`src/rtl/cvt_pkg.sv`:
```
package cvt_pkg;

    localparam int WORD_W = 32;
    localparam int OP_W   = 8;
    localparam int EXP_W  = 8;
    localparam int MAN_W  = 23;
    localparam int BIAS   = 127;

    localparam logic [OP_W-1:0] OP_INT_TO_FP = 8'h04;
    localparam logic [OP_W-1:0] OP_FP_TO_INT = 8'h05;

    localparam logic [WORD_W-1:0] INT_POS_SAT = 32'h7FFF_FFFF;
    localparam logic [WORD_W-1:0] INT_NEG_SAT = 32'h8000_0000;

    typedef enum logic [1:0] {
        RM_NEAR_EVEN = 2'd0,
        RM_TO_ZERO   = 2'd1,
        RM_TO_POS    = 2'd2,
        RM_TO_NEG    = 2'd3
    } rmode_e;

    // Common intermediate form handed from stage 1 to the shared rounder.
    typedef struct packed {
        logic              to_int;    // result is an integer (sign-extend)
        logic              sign;
        logic [WORD_W-1:0] kept;      // magnitude or packed exp/mantissa before rounding
        logic              rnd;       // first discarded bit
        logic              stk;       // OR of the remaining discarded bits
        logic              special;   // kept/rnd/stk unused, take fixed_val
        logic [WORD_W-1:0] fixed_val;
        logic              fixed_inv;
        rmode_e            rm;
    } pre_t;

    function automatic logic [5:0] lead_zeros(input logic [WORD_W-1:0] v);
        logic [5:0] cnt;
        logic       seen;
        cnt  = '0;
        seen = 1'b0;
        for (int i = WORD_W - 1; i >= 0; i--) begin
            if (!seen) begin
                if (v[i]) seen = 1'b1;
                else      cnt  = cnt + 6'd1;
            end
        end
        return cnt;
    endfunction

endpackage

```
`src/rtl/cvt_i2f_pre.sv`:
```
module cvt_i2f_pre
    import cvt_pkg::*;
(
    input  logic [WORD_W-1:0] src,
    input  rmode_e            rm,
    output pre_t              pre
);
    localparam int TOP_EXP = BIAS + WORD_W - 1;

    logic              sgn;
    logic [WORD_W-1:0] mag;
    logic [5:0]        lz;
    logic [WORD_W-1:0] norm;
    logic [EXP_W-1:0]  bexp;
    logic              unused_norm_msb;

    always_comb begin
        sgn  = src[WORD_W-1];
        mag  = sgn ? (~src + 32'd1) : src;
        lz   = lead_zeros(mag);
        norm = mag << lz;
        bexp = EXP_W'(TOP_EXP) - {2'b00, lz};
    end

    assign unused_norm_msb = norm[WORD_W-1];

    always_comb begin
        pre           = '0;
        pre.to_int    = 1'b0;
        pre.rm        = rm;
        pre.sign      = sgn;
        pre.kept      = {1'b0, bexp, norm[WORD_W-2 -: MAN_W]};
        pre.rnd       = norm[WORD_W-2-MAN_W];
        pre.stk       = |norm[WORD_W-3-MAN_W:0];
        pre.special   = (mag == '0);
        pre.fixed_val = '0;
        pre.fixed_inv = 1'b0;
    end

endmodule

```
`src/rtl/cvt_f2i_pre.sv`:
```
module cvt_f2i_pre
    import cvt_pkg::*;
(
    input  logic [WORD_W-1:0] src,
    input  rmode_e            rm,
    output pre_t              pre
);
    localparam int SIG_W     = MAN_W + 1;
    localparam int WIDE_W    = SIG_W + WORD_W;
    localparam int EXP_UNIT  = BIAS + MAN_W;        // exponent where LSB weighs 1
    localparam int EXP_LIMIT = BIAS + WORD_W - 1;   // exponent of 2^31
    localparam int EXP_TINY  = BIAS - 2;            // below this: under a quarter

    logic              sgn;
    logic [EXP_W-1:0]  bexp;
    logic [MAN_W-1:0]  frac;
    logic [SIG_W-1:0]  sig;
    logic [EXP_W-1:0]  lsh;
    logic [EXP_W-1:0]  rsh;
    logic [WIDE_W-1:0] wide;

    always_comb begin
        sgn  = src[WORD_W-1];
        bexp = src[WORD_W-2 -: EXP_W];
        frac = src[MAN_W-1:0];
        sig  = {1'b1, frac};
        lsh  = bexp - EXP_W'(EXP_UNIT);
        rsh  = EXP_W'(EXP_UNIT) - bexp;
        wide = {sig, {WORD_W{1'b0}}} >> rsh;
    end

    always_comb begin
        pre           = '0;
        pre.to_int    = 1'b1;
        pre.rm        = rm;
        pre.sign      = sgn;
        pre.fixed_val = '0;
        pre.fixed_inv = 1'b0;
        if (bexp == '1) begin
            pre.special   = 1'b1;
            pre.fixed_inv = 1'b1;
            pre.fixed_val = (frac != '0) ? INT_POS_SAT : (sgn ? INT_NEG_SAT : INT_POS_SAT);
        end else if (bexp == '0) begin
            if (frac == '0) begin
                pre.special = 1'b1;
            end else begin
                pre.stk = 1'b1;
            end
        end else if ((bexp > EXP_W'(EXP_LIMIT)) ||
                     ((bexp == EXP_W'(EXP_LIMIT)) && !(sgn && frac == '0))) begin
            pre.special   = 1'b1;
            pre.fixed_inv = 1'b1;
            pre.fixed_val = sgn ? INT_NEG_SAT : INT_POS_SAT;
        end else if (bexp >= EXP_W'(EXP_UNIT)) begin
            pre.kept = WORD_W'(sig) << lsh;
        end else if (bexp >= EXP_W'(EXP_TINY)) begin
            pre.kept = WORD_W'(wide[WIDE_W-1 -: SIG_W]);
            pre.rnd  = wide[WORD_W-1];
            pre.stk  = |wide[WORD_W-2:0];
        end else begin
            pre.stk = 1'b1;
        end
    end

endmodule

```
`src/rtl/cvt_round.sv`:
```
module cvt_round
    import cvt_pkg::*;
#(
    parameter int XLEN = 64
) (
    input  pre_t            pre,
    output logic [XLEN-1:0] result,
    output logic [1:0]      flags
);
    localparam int EXT_W = XLEN - WORD_W;

    logic              inc;
    logic              lost;
    logic [WORD_W-1:0] mag;
    logic [WORD_W-1:0] word;

    always_comb begin
        lost = pre.rnd | pre.stk;
        unique case (pre.rm)
            RM_NEAR_EVEN: inc = pre.rnd & (pre.stk | pre.kept[0]);
            RM_TO_ZERO:   inc = 1'b0;
            RM_TO_POS:    inc = ~pre.sign & lost;
            RM_TO_NEG:    inc = pre.sign & lost;
        endcase
        mag = pre.kept + WORD_W'(inc);
    end

    always_comb begin
        if (pre.special) begin
            word  = pre.fixed_val;
            flags = {pre.fixed_inv, 1'b0};
        end else if (pre.to_int) begin
            word  = pre.sign ? (~mag + 32'd1) : mag;
            flags = {1'b0, lost};
        end else begin
            word  = {pre.sign, mag[WORD_W-2:0]};
            flags = {1'b0, lost};
        end
    end

    generate
        if (EXT_W > 0) begin : g_widen
            assign result = {{EXT_W{word[WORD_W-1] & pre.to_int}}, word};
        end else begin : g_narrow
            assign result = word;
        end
    endgenerate

endmodule

```
`src/rtl/int_float_cvt.sv`:
```
module int_float_cvt
    import cvt_pkg::*;
#(
    parameter int XLEN = 64
) (
    input  logic            clk,
    input  logic            rst_n,
    input  logic            req_valid,
    output logic            req_ready,
    input  logic [7:0]      req_op,
    input  logic [1:0]      req_rmode,
    input  logic [31:0]     req_src_a,
    input  logic [31:0]     req_src_b,
    output logic            rsp_valid,
    output logic [XLEN-1:0] rsp_result,
    output logic [1:0]      rsp_flags
);
    pre_t            i2f_pre;
    pre_t            f2i_pre;
    pre_t            sel_pre;
    pre_t            s1_pre;
    logic            s1_valid;
    logic [XLEN-1:0] rnd_result;
    logic [1:0]      rnd_flags;
    logic            unused_src_b;

    assign req_ready    = 1'b1;
    assign unused_src_b = ^req_src_b;

    cvt_i2f_pre i_i2f_pre (
        .src (req_src_a),
        .rm  (rmode_e'(req_rmode)),
        .pre (i2f_pre)
    );

    cvt_f2i_pre i_f2i_pre (
        .src (req_src_a),
        .rm  (rmode_e'(req_rmode)),
        .pre (f2i_pre)
    );

    always_comb begin
        if (req_op == OP_FP_TO_INT) begin
            sel_pre = f2i_pre;
        end else if (req_op == OP_INT_TO_FP) begin
            sel_pre = i2f_pre;
        end else begin
            sel_pre         = '0;
            sel_pre.special = 1'b1;
        end
    end

    // Stage 1: unpacked operand
    always_ff @(posedge clk or negedge rst_n) begin
        if (!rst_n) begin
            s1_valid <= 1'b0;
            s1_pre   <= '0;
        end else begin
            s1_valid <= req_valid & req_ready;
            if (req_valid & req_ready) s1_pre <= sel_pre;
        end
    end

    cvt_round #(.XLEN(XLEN)) i_round (
        .pre    (s1_pre),
        .result (rnd_result),
        .flags  (rnd_flags)
    );

    // Stage 2: rounded, widened response
    always_ff @(posedge clk or negedge rst_n) begin
        if (!rst_n) begin
            rsp_valid  <= 1'b0;
            rsp_result <= '0;
            rsp_flags  <= '0;
        end else begin
            rsp_valid <= s1_valid;
            if (s1_valid) begin
                rsp_result <= rnd_result;
                rsp_flags  <= rnd_flags;
            end
        end
    end

endmodule

```
`config.mk`:
```
export PLATFORM = sky130hd
export DESIGN_NAME = int_float_cvt
export DESIGN_NICKNAME = d
export VERILOG_FILES = /design/src/rtl/cvt_pkg.sv /design/src/rtl/cvt_i2f_pre.sv /design/src/rtl/cvt_f2i_pre.sv /design/src/rtl/cvt_round.sv /design/src/rtl/int_float_cvt.sv
export SDC_FILE = /design/constraint.sdc
export NUM_CORES = 1
export LEC_CHECK = 0
export CORE_UTILIZATION = 60
export DETAILED_ROUTE_END_ITERATION = 10
export PLACE_DENSITY = 0.93
export RECOVER_POWER = 100
export SETUP_SLACK_MARGIN = 0.5
export SLEW_MARGIN = 20
export SYNTH_ARGS = -nofsm -noshare
export SYNTH_HDL_FRONTEND = slang
export SYNTH_HIERARCHICAL = 1
export SYNTH_SLANG_ARGS = --single-unit
```
`constraint.sdc`:
```
create_clock -name clk -period 5.45 [get_ports clk]
set_input_delay 1.09 -clock clk [delete_from_list [all_inputs] [get_ports clk]]
set_output_delay 1.09 -clock clk [all_outputs]
set_load 0.005 [all_outputs]
```
==> results of run 1 <==
per-layer routing:
metal,GRT usage,GRT overflow
met5,0.518,5
met4,0.834,125
met3,0.778,27
met2,0.933,157
met1,0.829,20
metrics by stage:
step	hold slack [ns]	setup slack [ns]	utilization	setup TNS, ns	cells
4_1_cts	0.509	-11.24	0.799	-351.84	3584
3_3_place_gp	0.488	-11.30	0.734	-353.52	3465
3_5_place_dp	0.495	-12.53	0.734	-393.10	3465
2_1_floorplan	0.389	-11.03	-	-342.91	2671
synthesized netlist by cell type (79+ instances only):
cell type	instances
o21ai_0	130
xnor2_1	115
a21oi_1	133
nor2_1	218
nand2_1	256
clkbuf_1	114
inv_1	125
buf_4	110
mux2i_1	157
dfrtp_1	140
nor3_1	79
mux2_2	93
nand3_1	103
repair_timing:
action | CTS
setup buffers | 82
pin swaps | 54
gates resized for setup | 239
setup endpoints to repair | 44
gates cloned | 5
endpoints found under the hold margin | 0
cells by family after synthesis:
family | count (synthesis)
AO/OA/AOI/OAI | 650
XOR/XNOR | 190
adder cells (fa/ha/maj) | 44
buffers and inverters | 407
flip-flops | 140
multiplexers | 283
other | 3
AND/OR/NAND/NOR | 920
==> metrics, run 1 <==
outcome=did not finish; mapped cell area=21000 µm²; chip height=189 µm; chip width=189 µm; H-tree lvl count=4; hold-fix buffers at CTS=0; grt total ovfl=334; Initial Util=0.608; Post-synth EDFFs=0; complex-gate fraction of the synthesized area=0.241; vias in the first global route=33.6k; mux contribution to synthesized area=0.159; HPWL Detailed=61.6 mm; gr usage total=0.839; Yosys cell types=115; CTS root buf=clkbuf_16; Post-Syn Instances=2637; register area share after synthesis=0.167; asr flop ratio synth=1.00; Placer Congestion=1.17; Mean Syn Cell Area=7.97 µm²; area share of fa/ha/maj cells after synthesis=0.0260; Fail Step=global routing (5_1_grt); post-synth top area cell=dfrtp_1; total CTS buffers=17; clock buffer depth=2; first-pass GRT wire length=228 mm; FP Rows=68; synth top area cells=dfrtp_1 17%, mux2i_1 7.5%, o32ai_2 5.4%, mux2_2 5.0%, xnor2_1 4.8%; placed inst area=25300 µm²; Log Error=[ERROR GRT-0116] Global routing finished with congestion. Check the congestion regions in the DRC Viewer.; main combinational cell family by area after synthesis=compound AO/OA/AOI/OAI gates; simple-gate share of the synthesized area=0.218; largest net degree at the start of global routing=98; Synth top area share=0.167; flops & latches, synth=140; Synth Warn #=6; Synth Flop Type=dfrtp_1; CTS sink cnt=140; I/O pin cnt=145; Post-Synth XOR/XNOR Area=0.0910; Port-buffer cells=111
==> inputs of run 2 (changes only) <==
Settings changed: CORE_UTILIZATION 60 to 40, PLACE_DENSITY 0.93 to not set, PLACE_DENSITY_LB_ADDON set to 0.15, SETUP_SLACK_MARGIN 0.5 to not set.
==> metrics, run 2 <==
Slew HR=-1.37; I/O pin cnt=145 (unchanged); total power divided by cell area=173 nW/µm²; vias in the first global route=21.9k; final setup TNS=-351.56 ns; DRC=0; Initial Util=0.407 (-0.201); first-pass GRT wire length=125 mm; Starting DRT DRC Count=1746; critical path fanouts, max=12; Largest Register=s1_pre; Die Area=53500 µm²; Worst EP required=5.79 ns; Mean Syn Cell Area=7.97 µm² (unchanged); maximum vdd drop=0.000180 V; CP dominant cell by count=buf_4; Non-Filler Instances=3855; startpoint types=input port; fin util=0.546; maxcap violations=2; FP Rows=83 (+22%); Post-Syn Instances=2637 (unchanged); Wirelength per Cell=20.9 µm; core area=51600 µm²; gr usage total=0.294; Pre-antenna DRT Iters=6; Clk pin slew, worst setup/hold paths=0.06 ns; outcome=complete, but fails checks; most common cell after layout, fill and taps aside=buf_4; most frequent cells in the layout=602 x buf_4, 243 x nand2_1, 199 x nor2_1, 147 x mux2i_1, 138 x dfrtp_1; Leakage Power=12.0 nW; Synth Warn #=6 (unchanged); CTS root buf=clkbuf_16; FMAX=59.8 MHz; Synth top area share=0.167 (unchanged); CTS sink cnt=140 (unchanged); final wirelength=80.6 mm; Reg2Reg Depth=16; mapped cell area=21000 µm² (unchanged); Placer Congestion=0.999 (-15%); via/cell ratio=5.87; Worst Path Class, Setup=in2reg; commonest cells in the netlist=256 x nand2_1, 218 x nor2_1, 157 x mux2i_1; Setup WS post-layout=-11.28 ns; Largest register FFs=72; hold-fix buffers at CTS=0 (unchanged); Synth Flop Type=dfrtp_1; Crit. End Element=flop; Clock Latency Late Sink=0.44 ns; flops & latches, synth=140 (unchanged); total power=0.00487 W; final setup violating endpoints=33; WHS Path Cells=1; Clock Skew=0.00885 ns; hold crit path type=reg2reg; Area Growth Syn to Fin=34.2%; CP peak stage delay=0.57 ns; fin crit share=3.07; clock buffer depth=2 (unchanged); layout cells sized above 1=0.353; asr flop ratio synth=1.00 (unchanged); Critical Path AT=17.06 ns; chip width=231 µm (+22%); Yosys cell types=115 (unchanged); most common cell in the netlist=nand2_1; CTS tree=done; failing checks=max-capacitance violations, max-slew violations, negative setup slack; total CTS buffers=17 (unchanged); Largest regs=s1_pre: 72 flops, rsp_result: 64 flops, rsp_flags: 2 flops; synth top area cells=dfrtp_1 17%, mux2i_1 7.5%, o32ai_2 5.4%, mux2_2 5.0%, xnor2_1 4.8%; Final ANT Viol Nets=0; Port-buffer cells=111 (unchanged); grt total ovfl=0; register area share after synthesis=0.167 (unchanged); post-synth top area cell=dfrtp_1; via count=22.6k; RSZ-0062 raised after global routing=true; slowest cell on the critical path=or4_4; H-tree lvl count=4 (unchanged); initial antenna violation count=0; Final Hold Fails=0; Placed Cells=3741 (+8.0%); Slew @ Worst Pin=3.55 ns; Post-synth EDFFs=0 (unchanged); largest net degree at the start of global routing=95; crit path time final=16.73 ns; fin nets=3282; HPWL Detailed=61.0 mm (-0.97%); DP Worst Slack=-12.27 ns (+0.261 ns); Fillers=4775; Antenna Cells=0; chip height=231 µm (+22%); Slew Viols, Final=163
run 2: area by class of cell:
class	instances	area, µm²	area share
Clock inverter	11	144	0.00510
Clock buffer	20	457	0.0162
Sequential cell	140	3510	0.124
Inverter	128	503	0.0178
Multi-Input combinational cell	2128	16700	0.591
Timing Repair Buffer	748	6070	0.215
Tap cell	680	851	0.0302
run 2: path summary, 6_finish.rpt:
path | to | startpoint | slack [ns]
max | s1_pre[41] | req_src_a[1] | -11.28
min | rsp_result[41] | rsp_result[41] | 0.50
max reg2reg | rsp_result[39] | s1_pre[1] | 0.34
min reg2reg | rsp_result[41] | rsp_result[41] | 0.50
max in group asynchronous | rsp_result[62] | rst_n | 1.81
min in group asynchronous | s1_pre[0] | rst_n | 1.40
run 2: critical path: cells and delay by family:
kind / cells / cell delay (ns)
buf+inv: 20 / 2.43
fa+ha+maj: 13 / 3.23
simple gates: 24 / 3.78
compound gates: 30 / 4.37
xor+xnor: 4 / 0.81
mux: 7 / 1.36
run 2: metal layers:
layer  up-vias  track usage  share of wire
li1      10700            -              -
met1     11100        0.392           0.44
met2       732        0.483           0.47
met3       145       0.0341          0.050
met4         0        0.116          0.037
met5         -            0              0
run 2: per-stage QoR:
step / hold WS, ns / area [µm²]
after floorplan: 0.389 / 21400
after global placement: 0.488 / 26000
after detailed placement: 0.495 / 26000
after CTS: 0.508 / 27700
after global routing: 0.510 / 28200
final: 0.497 / 28200
run 2: repair_timing:
| item | 4_1_cts | 5_1_grt |
|---|---|---|
| gates resized for setup | 155 | 108 |
| cloned | 6 | 0 |
| pin swaps | 115 | 106 |
| endpoints found under the setup margin | 34 | 34 |
| setup buffers | 64 | 26 |
run 2: power by group:
part	total [W]	switching [W]	internal [W]
clock network	0.00120	0.000460	0.000738
registers	0.00105	0.00000400	0.00104
logic	0.00263	0.00142	0.00121
total	0.00487	0.00188	0.00299
run 2: cell families after synthesis:
kind of cell               Yosys count  synth area share
buffers and inverters              407            0.0980
other                                3          0.000536
AOI/OAI and AO/OA                  650             0.241
muxes                              283             0.159
xor gates and xnor gates           190            0.0910
adders and majority gates           44            0.0260
and+or+nand+nor                    920             0.218
DFF                                140             0.167
Note: power is estimated with default switching activity, not from simulation.
